$ cat config.mk
export PLATFORM = sky130hd
export DESIGN_NAME = xfc_top
export DESIGN_NICKNAME = d
export VERILOG_FILES = /design/src/rtl/xfc_pkg.sv /design/src/rtl/xfc_datapath.sv /design/src/rtl/xfc_ctrl.sv /design/src/rtl/xfc_top.sv
export SDC_FILE = /design/constraint.sdc
export NUM_CORES = 1
export LEC_CHECK = 0
export BUFFER_PORTS_ARGS = -buffer_cell sky130_fd_sc_hd__buf_2
export CAP_MARGIN = 25
export CELL_PAD_IN_SITES_DETAIL_PLACEMENT = 2
export CELL_PAD_IN_SITES_GLOBAL_PLACEMENT = 2
export CORE_UTILIZATION = 25
export CTS_CLUSTER_SIZE = 16
export DETAILED_ROUTE_END_ITERATION = 8
export GPL_TIMING_DRIVEN = 0
export PLACE_DENSITY_LB_ADDON = 0.1
export SYNTH_ARGS = -nofsm -noshare
export SYNTH_HDL_FRONTEND = slang
export SYNTH_SLANG_ARGS = --single-unit
$ cat constraint.sdc
create_clock -name clk -period 1.66 [get_ports clk]
set_input_delay 0.083 -clock clk [delete_from_list [all_inputs] [get_ports clk]]
set_output_delay 0.083 -clock clk [all_outputs]
set_load 0.005 [all_outputs]
$ cat src/rtl/xfc_pkg.sv
package xfc_pkg;
  localparam int NUM_CHARS = 4;
  localparam int IDX_XON_A = 0;
  localparam int IDX_XON_B = 1;
  localparam int IDX_XOFF_A = 2;
  localparam int IDX_XOFF_B = 3;

  typedef struct packed {
    logic xoffB;
    logic xoffA;
    logic xonB;
    logic xonA;
  } hitT;

  typedef struct packed {
    logic [NUM_CHARS-1:0] flagSet;
    logic                 rxDrop;
    logic [1:0]           insSel;
  } strobeT;
endpackage

$ cat src/rtl/xfc_datapath.sv
module xfc_datapath
  import xfc_pkg::*;
#(
  parameter int CHAR_W = 8
) (
  input  logic                 clk,
  input  logic                 rstN,
  input  logic [CHAR_W-1:0]    rxData,
  input  logic [CHAR_W-1:0]    xonA,
  input  logic [CHAR_W-1:0]    xonB,
  input  logic [CHAR_W-1:0]    xoffA,
  input  logic [CHAR_W-1:0]    xoffB,
  input  logic                 flagRead,
  input  strobeT               strobes,
  output hitT                  hits,
  output logic [CHAR_W-1:0]    insChar,
  output logic [NUM_CHARS-1:0] matchFlags
);
  logic [CHAR_W-1:0] charTab [NUM_CHARS];
  logic [NUM_CHARS-1:0] hitVec;
  logic [NUM_CHARS-1:0] flagsQ;

  assign charTab[IDX_XON_A]  = xonA;
  assign charTab[IDX_XON_B]  = xonB;
  assign charTab[IDX_XOFF_A] = xoffA;
  assign charTab[IDX_XOFF_B] = xoffB;

  for (genvar i = 0; i < NUM_CHARS; i++) begin : gCmp
    assign hitVec[i] = (rxData == charTab[i]);
  end

  assign hits.xonA  = hitVec[IDX_XON_A];
  assign hits.xonB  = hitVec[IDX_XON_B];
  assign hits.xoffA = hitVec[IDX_XOFF_A];
  assign hits.xoffB = hitVec[IDX_XOFF_B];

  assign insChar = charTab[strobes.insSel];

  always_ff @(posedge clk or negedge rstN) begin
    if (!rstN) flagsQ <= '0;
    else       flagsQ <= (flagRead ? '0 : flagsQ) | strobes.flagSet;
  end

  assign matchFlags = flagsQ;

  AST_FLAG_CLEAR: assert property (@(posedge clk) disable iff (!rstN)
    (flagRead && strobes.flagSet == '0) |=> (matchFlags == '0));
endmodule

$ cat src/rtl/xfc_ctrl.sv
module xfc_ctrl
  import xfc_pkg::*;
#(
  parameter int LVL_W    = 8,
  parameter int THR_W    = 4,
  parameter int THR_UNIT = 8
) (
  input  logic             clk,
  input  logic             rstN,
  input  logic             rxValid,
  input  hitT              hits,
  input  logic [LVL_W-1:0] rxLevel,
  input  logic [3:0]       flowMode,
  input  logic [THR_W-1:0] haltLvl,
  input  logic [THR_W-1:0] resumeLvl,
  input  logic             insAck,
  output strobeT           strobes,
  output logic             txHalt,
  output logic             insReq
);
  localparam int UNIT_SH = $clog2(THR_UNIT);

  logic [1:0] txMode, rxMode;
  assign txMode = flowMode[1:0];
  assign rxMode = flowMode[3:2];

  logic txHaltQ, txHaltD;
  logic leadOnQ, leadOnD, leadOffQ, leadOffD;
  logic [NUM_CHARS-1:0] flagSet;
  logic dropNow;

  // receive-side character matching
  always_comb begin
    txHaltD  = txHaltQ;
    leadOnD  = leadOnQ;
    leadOffD = leadOffQ;
    flagSet  = '0;
    dropNow  = 1'b0;
    if (txMode == 2'b00) begin
      txHaltD  = 1'b0;
      leadOnD  = 1'b0;
      leadOffD = 1'b0;
    end else if (rxValid) begin
      leadOnD  = 1'b0;
      leadOffD = 1'b0;
      case (txMode)
        2'b10: begin
          if (hits.xoffA) begin
            txHaltD = 1'b1; dropNow = 1'b1; flagSet[IDX_XOFF_A] = 1'b1;
          end else if (hits.xonA) begin
            txHaltD = 1'b0; dropNow = 1'b1; flagSet[IDX_XON_A] = 1'b1;
          end
        end
        2'b01: begin
          if (hits.xoffB) begin
            txHaltD = 1'b1; dropNow = 1'b1; flagSet[IDX_XOFF_B] = 1'b1;
          end else if (hits.xonB) begin
            txHaltD = 1'b0; dropNow = 1'b1; flagSet[IDX_XON_B] = 1'b1;
          end
        end
        default: begin
          if (leadOffQ && hits.xoffB) begin
            txHaltD = 1'b1; dropNow = 1'b1;
            flagSet[IDX_XOFF_A] = 1'b1; flagSet[IDX_XOFF_B] = 1'b1;
          end else if (leadOnQ && hits.xonB) begin
            txHaltD = 1'b0; dropNow = 1'b1;
            flagSet[IDX_XON_A] = 1'b1; flagSet[IDX_XON_B] = 1'b1;
          end else begin
            leadOffD = hits.xoffA;
            leadOnD  = hits.xonA;
          end
        end
      endcase
    end
  end

  // send-side threshold watch and insertion queue
  logic [LVL_W-1:0] haltWords, resumeWords;
  assign haltWords   = LVL_W'(haltLvl) << UNIT_SH;
  assign resumeWords = LVL_W'(resumeLvl) << UNIT_SH;

  logic thrQ, thrD, pendQ, pendD, pendOffQ, pendOffD, pendSecQ, pendSecD;

  always_comb begin
    thrD     = thrQ;
    pendD    = pendQ;
    pendOffD = pendOffQ;
    pendSecD = pendSecQ;
    if (rxMode == 2'b00 || haltLvl == '0) begin
      thrD     = 1'b0;
      pendD    = 1'b0;
      pendSecD = 1'b0;
    end else begin
      if (insAck && pendQ) begin
        if (rxMode == 2'b11 && !pendSecQ) pendSecD = 1'b1;
        else begin
          pendD    = 1'b0;
          pendSecD = 1'b0;
        end
      end
      if (!thrQ && rxLevel >= haltWords) begin
        thrD = 1'b1; pendD = 1'b1; pendOffD = 1'b1; pendSecD = 1'b0;
      end else if (thrQ && rxLevel <= resumeWords) begin
        thrD = 1'b0; pendD = 1'b1; pendOffD = 1'b0; pendSecD = 1'b0;
      end
    end
  end

  always_ff @(posedge clk or negedge rstN) begin
    if (!rstN) begin
      txHaltQ  <= 1'b0;
      leadOnQ  <= 1'b0;
      leadOffQ <= 1'b0;
      thrQ     <= 1'b0;
      pendQ    <= 1'b0;
      pendOffQ <= 1'b0;
      pendSecQ <= 1'b0;
    end else begin
      txHaltQ  <= txHaltD;
      leadOnQ  <= leadOnD;
      leadOffQ <= leadOffD;
      thrQ     <= thrD;
      pendQ    <= pendD;
      pendOffQ <= pendOffD;
      pendSecQ <= pendSecD;
    end
  end

  assign strobes.flagSet = flagSet;
  assign strobes.rxDrop  = dropNow;
  assign strobes.insSel  = {pendOffQ, (rxMode == 2'b01) | pendSecQ};
  assign txHalt = txHaltQ;
  assign insReq = pendQ;

  AST_HALT_AFTER_CHAR: assert property (@(posedge clk) disable iff (!rstN)
    $rose(txHalt) |-> $past(rxValid));
  AST_TX_SIDE_OFF: assert property (@(posedge clk) disable iff (!rstN)
    (txMode == 2'b00) |=> !txHalt);
  AST_RX_SIDE_OFF: assert property (@(posedge clk) disable iff (!rstN)
    (rxMode == 2'b00) |=> !insReq);
endmodule

$ cat src/rtl/xfc_top.sv
module xfc_top
  import xfc_pkg::*;
#(
  parameter int CHAR_W     = 8,
  parameter int FIFO_DEPTH = 128,
  parameter int THR_W      = 4,
  parameter int THR_UNIT   = 8,
  localparam int LVL_W     = $clog2(FIFO_DEPTH + 1)
) (
  input  logic              clk,
  input  logic              rstN,
  input  logic              rxValid,
  input  logic [CHAR_W-1:0] rxData,
  input  logic [LVL_W-1:0]  rxLevel,
  input  logic [CHAR_W-1:0] xonA,
  input  logic [CHAR_W-1:0] xonB,
  input  logic [CHAR_W-1:0] xoffA,
  input  logic [CHAR_W-1:0] xoffB,
  input  logic [3:0]        flowMode,
  input  logic [THR_W-1:0]  haltLvl,
  input  logic [THR_W-1:0]  resumeLvl,
  input  logic              insAck,
  input  logic              flagRead,
  output logic              txHalt,
  output logic              rxDrop,
  output logic              insReq,
  output logic [CHAR_W-1:0] insChar,
  output logic [3:0]        matchFlags
);
  hitT    hits;
  strobeT strobes;

  xfc_ctrl #(.LVL_W(LVL_W), .THR_W(THR_W), .THR_UNIT(THR_UNIT)) uCtrl (
    .clk(clk), .rstN(rstN), .rxValid(rxValid), .hits(hits),
    .rxLevel(rxLevel), .flowMode(flowMode), .haltLvl(haltLvl),
    .resumeLvl(resumeLvl), .insAck(insAck), .strobes(strobes),
    .txHalt(txHalt), .insReq(insReq)
  );

  xfc_datapath #(.CHAR_W(CHAR_W)) uData (
    .clk(clk), .rstN(rstN), .rxData(rxData), .xonA(xonA), .xonB(xonB),
    .xoffA(xoffA), .xoffB(xoffB), .flagRead(flagRead), .strobes(strobes),
    .hits(hits), .insChar(insChar), .matchFlags(matchFlags)
  );

  assign rxDrop = strobes.rxDrop;
endmodule

==> results of run 1 <==
## final timing paths
check | to | slack [ns] | depth (start not counted)
setup reg to reg | uCtrl.leadOnQ$_DFFE_PN0N_ | 0.40 | 4
min in group asynchronous | uData.matchFlags[3]$_DFF_PN0_ | 0.25 | 2
max in group asynchronous | uCtrl.insReq$_DFFE_PN0P_ | 1.20 | 2
setup / recovery | insChar[5] | -0.03 | 4
hold / removal | uCtrl.leadOnQ$_DFFE_PN0N_ | 0.19 | 4
hold reg to reg | uData.matchFlags[2]$_DFF_PN0_ | 0.48 | 1
## synthesized netlist by cell type (all sizes together)
master   instances
a211oi           1
a21o             1
a21oi           11
a22o             3
a2bb2oi          1
a31oi            2
and2             3
and4b            1
buf              1
clkbuf           1
dfrtp           11
ha              13
inv             17
mux2             1
mux4             8
nand2           10
nand2b           1
nand3            5
nand4            2
nor2             5
nor2b            3
nor3             2
nor4            10
o211ai           1
o21a             4
o21ai            3
o2bb2ai          1
o311a            2
o311ai           1
o31ai            3
or3              2
or4              1
xor2            32
## logic make-up (layout without fill, tap and decap cells)
logic type	count (synthesis)	in the layout	share of synthesized area
and+or+nand+nor	45	45	0.179
AOI/OAI and AO/OA	34	34	0.160
xor gates and xnor gates	32	32	0.201
buffers and inverters	19	106	0.0511
adders and majority gates	13	13	0.106
DFF	11	11	0.179
muxes	9	9	0.124
## worst max-delay path: stages, from the launching register on
cell     delay, ns
dfrtp_1       0.41
a21oi_4       0.15
buf_12        0.16
mux4_2        0.52
buf_6         0.14
## per-stage QoR
| stage | util | cells | setup TNS, ns |
|---|---|---|---|
| 6_report | 0.369 | 325 | -0.0863 |
| 5_1_grt | 0.369 | 325 | -0.565 |
| 3_5_place_dp | 0.343 | 317 | -2.23 |
| 4_1_cts | 0.361 | 325 | -0.0638 |
| 2_1_floorplan | - | 163 | 0 |
| 3_3_place_gp | 0.343 | 317 | -2.16 |
## flip-flops by register name, summed over array words and instances (netlist names)
name / cells
uCtrl.pendSecQ: 1
uCtrl.thrQ: 1
uCtrl.insReq: 1
uCtrl.leadOffQ: 1
uCtrl.leadOnQ: 1
uData.matchFlags: 4
uCtrl.pendOffQ: 1
uCtrl.txHalt: 1
## what timing repair did
action                                 4_1_cts  5_1_grt
hold buffers                                 1        0
pin swaps                                    0        0
setup endpoints to repair                    9       12
gates resized for setup                      2        7
endpoints found under the hold margin       11        0
buffers inserted                             4        0
## area by class of cell
class	instances	area, µm²
multi-input cells	133	1240
flip-flops and latches	11	275
well taps	75	93.8
plain buffers	1	11.3
inverters	17	63.8
fillers	698	3740
clock buffers	4	45.0
repair buffers	84	454
## report_power, final
group          leakage (nW)  internal (mW)  total, mW  switching (mW)
clock                0.0228          0.169      0.272           0.103
combinational         0.888          0.291      0.556           0.264
sequential            0.142          0.297      0.337          0.0403
total                  1.05          0.757       1.17           0.408
## routing by layer
| metal | global-route usage | routed length [µm] | vias up |
|---|---|---|---|
| li1 | - | - | 767 |
| met1 | 0.202 | 2240 | 756 |
| met2 | 0.286 | 2440 | 48 |
| met3 | 0.0250 | 274 | 5 |
| met4 | 0.0321 | 34 | 0 |
| met5 | 0 | 0 | - |
==> impl_metrics.env, run 1 <==
export IMPL_outcome="finished, violations left"
export IMPL_violations="setup timing"
export IMPL_start_util=0.260
export IMPL_port_buffers=79
export IMPL_worstMarginPinSlew_ns=0.471
export IMPL_insertion_delay_ns=0.24
export IMPL_max_freq_mhz=591
export IMPL_syn_num_nets=241
export IMPL_critPathLaunch="uCtrl.pendSecQ$_DFFE_PN0P_"
export IMPL_critPathMaxFanout=8
export IMPL_wl_per_cell_um=15.3
export IMPL_grt_pass1_wl_mm=7.97
export IMPL_numCtsBuffers=3
export IMPL_syn_area_per_cell_um2=9.46
export IMPL_cts_root_buf="clkbuf_8"
export IMPL_finalSetupViolCount=8
export IMPL_via_per_inst=4.85
export IMPL_io_pins=80
export IMPL_grt_total_usage=0.161
export IMPL_final_hold_viol_count=0
export IMPL_fin_nets=329
export IMPL_clk_pin_slew_ns=0.05
export IMPL_rsz0062_at_grt="true"
export IMPL_drv_slew=0
export IMPL_drv_cap=0
export IMPL_final_area_mm2=0.00218
export IMPL_clock_path_buffers=2
export IMPL_antenna_found_initial=0
export IMPL_path_class="reg2out"
export IMPL_post_dp_cell_area_mm2=0.00203
export IMPL_ir_drop_mv=0.218
export IMPL_whs_ns=0.193
export IMPL_ant_nets=0
export IMPL_cts_tree="done"
export IMPL_drt_initial_drc_count=44
export IMPL_setup_ws_ns=-0.0323
export IMPL_total_power_mw=1.17
export IMPL_die_w_um=80.5
export IMPL_cts_sinks=11
export IMPL_syn_area_mm2=0.00154
export IMPL_finClkSkew_ns=0.00606
export IMPL_synthCells=163
export IMPL_arrival_ns=1.61
export IMPL_rows=28
export IMPL_final_cell_mix="buf_2 (78), xor2_1 (28), inv_1 (17)"
export IMPL_leakage_nw=1.05
export IMPL_die_height_um=80.5
export IMPL_min_path_type="in2reg"
export IMPL_rr_startpoint="uCtrl.leadOffQ$_DFFE_PN0N_"
export IMPL_synth_cell_types=39
export IMPL_synth_top_area_cell="dfrtp_1"
export IMPL_drive_gt1_frac=0.460
export IMPL_drc_errors=0
export IMPL_gp_congestion=0.748
export IMPL_grt_overflow=0
export IMPL_hold_path_startpoint="rxValid"
export IMPL_final_common_cell="buf_2"
export IMPL_wl_mm=4.99
export IMPL_core_area_mm2=0.00592
export IMPL_required_ns=1.58
export IMPL_pre_cts_ws_ns=-0.193
export IMPL_cts_htree_levels=1
export IMPL_hpwl_mm=4.26
export IMPL_synthToLayoutAreaGrowth_pct=41.6
export IMPL_synth_top_area_frac=0.179
export IMPL_dr_pass1_iters=4
export IMPL_slew_headroom=0.686
export IMPL_start_kind="flip-flop"
export IMPL_grt_max_degree=12
export IMPL_n_antenna_cell=0
export IMPL_layout_min_cycle_time_ns=1.69
export IMPL_ys_warn_count=0
export IMPL_synth_area_leaders="dfrtp_1 (18%), xor2_1 (16%), mux4_2 (12%), ha_1 (11%), xor2_2 (4.2%)"
export IMPL_synth_seq_cells=11
export IMPL_finalCritPeriodShare=1.02
export IMPL_die_area_mm2=0.00648
export IMPL_grt_pass1_vias=1661
export IMPL_cp_end_kind="output pin"
export IMPL_num_vias=1576
export IMPL_p_per_area_mw_per_mm2=534
export IMPL_synth_seq_area_share=0.179
(Power assumes the default switching activity.)
==> inputs of run 2 (changes only) <==
Settings changed: CORE_UTILIZATION 25 to 26, CTS_BUF_LIST from default to sky130_fd_sc_hd__clkbuf_4.
==> run 2 against run 1 <==
The run still ends with setup timing left; worst setup slack lost 0.0044 ns; clock skew shrank 0.0021 ns; count of clock-buffer cells in the layout is the same; sequential share of layout area grew 0.29 points; clock power shrank 27%; largest cell class unchanged.
==> impl_metrics.env, run 2 (synthesis results as in run 1) <==
export IMPL_multi_input_area_mm2=0.00123
export IMPL_grt_total_usage=0.162
export IMPL_wl_met2_mm=2.37
export IMPL_grt_pass1_vias=1699
export IMPL_clock_path_buffers=2
export IMPL_die_height_um=79
export IMPL_final_common_cell="buf_2"
export IMPL_max_freq_mhz=589
export IMPL_wl_met3_um=220
export IMPL_finalCritPeriodShare=1.02
export IMPL_die_w_um=79
export IMPL_finClkSkew_ns=0.00398
export IMPL_drive_gt1_frac=0.456
export IMPL_hpwl_mm=4.24
export IMPL_violations="setup timing"
export IMPL_total_power_mw=1.08
export IMPL_worstMarginPinSlew_ns=0.443
export IMPL_cts_root_buf="clkbuf_4"
export IMPL_stdcell_count=320
export IMPL_critPathMaxFanout=8
export IMPL_final_cell_mix="buf_2 (79), xor2_1 (28), inv_1 (17)"
export IMPL_start_kind="flip-flop"
export IMPL_ant_nets=0
export IMPL_drv_cap=0
export IMPL_p_per_area_mw_per_mm2=505
export IMPL_met1_length_mm=2.22
export IMPL_drc_errors=0
export IMPL_cp_num_buf_inv=2
export IMPL_drt_initial_drc_count=23
export IMPL_required_ns=1.58
export IMPL_n_fill_cell=673
export IMPL_drv_slew=0
export IMPL_arrival_ns=1.61
export IMPL_fin_nets=327
export IMPL_n_antenna_cell=0
export IMPL_dp_cells=314
export IMPL_port_buffers=79
export IMPL_grt_overflow=0
export IMPL_setup_ws_ns=-0.0367
export IMPL_core_area_mm2=0.00561
export IMPL_path_class="reg2out"
export IMPL_min_path_type="in2reg"
export IMPL_ir_drop_mv=0.294
export IMPL_die_area_mm2=0.00624
export IMPL_final_hold_viol_count=0
export IMPL_start_util=0.275
export IMPL_slowest_stage="mux4_2"
export IMPL_via_per_inst=4.88
export IMPL_rsz0062_at_grt="true"
export IMPL_layout_min_cycle_time_ns=1.70
export IMPL_largest_reg_flops=4
export IMPL_crit_path_cell_trace="a21oi_4 > buf_12 > mux4_2 > buf_2"
export IMPL_final_util=0.380
export IMPL_cts_htree_levels=1
export IMPL_finalSetupViolCount=8
export IMPL_rows=27
export IMPL_wl_mm=4.83
export IMPL_gp_congestion=0.739
export IMPL_cts_tree="done"
export IMPL_wl_per_cell_um=15.1
export IMPL_pre_cts_ws_ns=-0.184
export IMPL_cp_end_kind="output pin"
export IMPL_slowest_delay_ns=0.49
export IMPL_io_pins=80
export IMPL_insertion_delay_ns=0.27
export IMPL_top_layer_used="met4"
export IMPL_num_vias=1560
export IMPL_dr_pass1_iters=3
export IMPL_synthToLayoutAreaGrowth_pct=38.4
export IMPL_slew_headroom=0.705
export IMPL_critPathTopFamily="multiplexers"
export IMPL_antenna_found_initial=0
export IMPL_cts_sinks=11
export IMPL_area_sequential_um2=275
export IMPL_rrSetupSlack_ns=0.39
export IMPL_grt_pass1_wl_mm=7.93
export IMPL_leakage_nw=1.04
export IMPL_grt_max_degree=12
export IMPL_clk_pin_slew_ns=0.07
export IMPL_outcome="finished, violations left"
export IMPL_numCtsBuffers=3
==> run 2: worst reg2reg max path, cell delays in order, from the launching register on <==
cell	delay (ns)
dfrtp_1	0.42
a31oi_2	0.20
o21ai_4	0.11
or3_1	0.32
a21oi_1	0.15
==> run 2: worst paths after layout <==
check / from / to / cells past startpoint
max: uCtrl.pendSecQ$_DFFE_PN0P_ / insChar[7] / 4
min: flagRead / uData.matchFlags[2]$_DFF_PN0_ / 3
max reg2reg: uCtrl.leadOffQ$_DFFE_PN0N_ / uCtrl.leadOnQ$_DFFE_PN0N_ / 4
min reg2reg: uData.matchFlags[2]$_DFF_PN0_ / uData.matchFlags[2]$_DFF_PN0_ / 1
max in group asynchronous: rstN / uCtrl.txHalt$_DFFE_PN0P_ / 2
min in group asynchronous: rstN / uData.matchFlags[2]$_DFF_PN0_ / 2
==> run 2: metal layers <==
layer,global-route usage,up-vias
met3,0.0149,2
li1,-,763
met2,0.300,48
met5,0,-
met4,0.0364,0
met1,0.201,747
==> run 2: timing repair <==
item	CTS	global route
hold endpoints to repair	11	0
buffers inserted	2	0
gates resized for setup	3	4
hold buffers	1	0
pin swaps	0	1
setup endpoints to repair	9	9
gates cloned	0	0
==> run 2: final cells by class <==
cell class | count | area share
multi-input cells | 133 | 0.577
well taps | 72 | 0.0422
clock buffers | 4 | 0.0141
plain buffers | 1 | 0.00528
repair buffers | 82 | 0.203
inverters | 17 | 0.0299
flip-flops and latches | 11 | 0.129
==> run 2: through the flow <==
stage | cell area [µm²] | TNS [ns] | hold WS (ns)
after global routing | 2130 | -0.613 | 0.185
after global placement | 2030 | -1.52 | -0.0304
after floorplan | 1540 | 0 | -0.213
after detailed placement | 2030 | -1.71 | -0.0266
after CTS | 2110 | -0.307 | 0.169
final | 2130 | -0.185 | 0.169
==> run 2: where the power goes <==
part | total, mW | internal [mW] | switching (mW)
clock network | 0.198 | 0.109 | 0.0888
logic | 0.545 | 0.284 | 0.261
registers | 0.333 | 0.296 | 0.0376
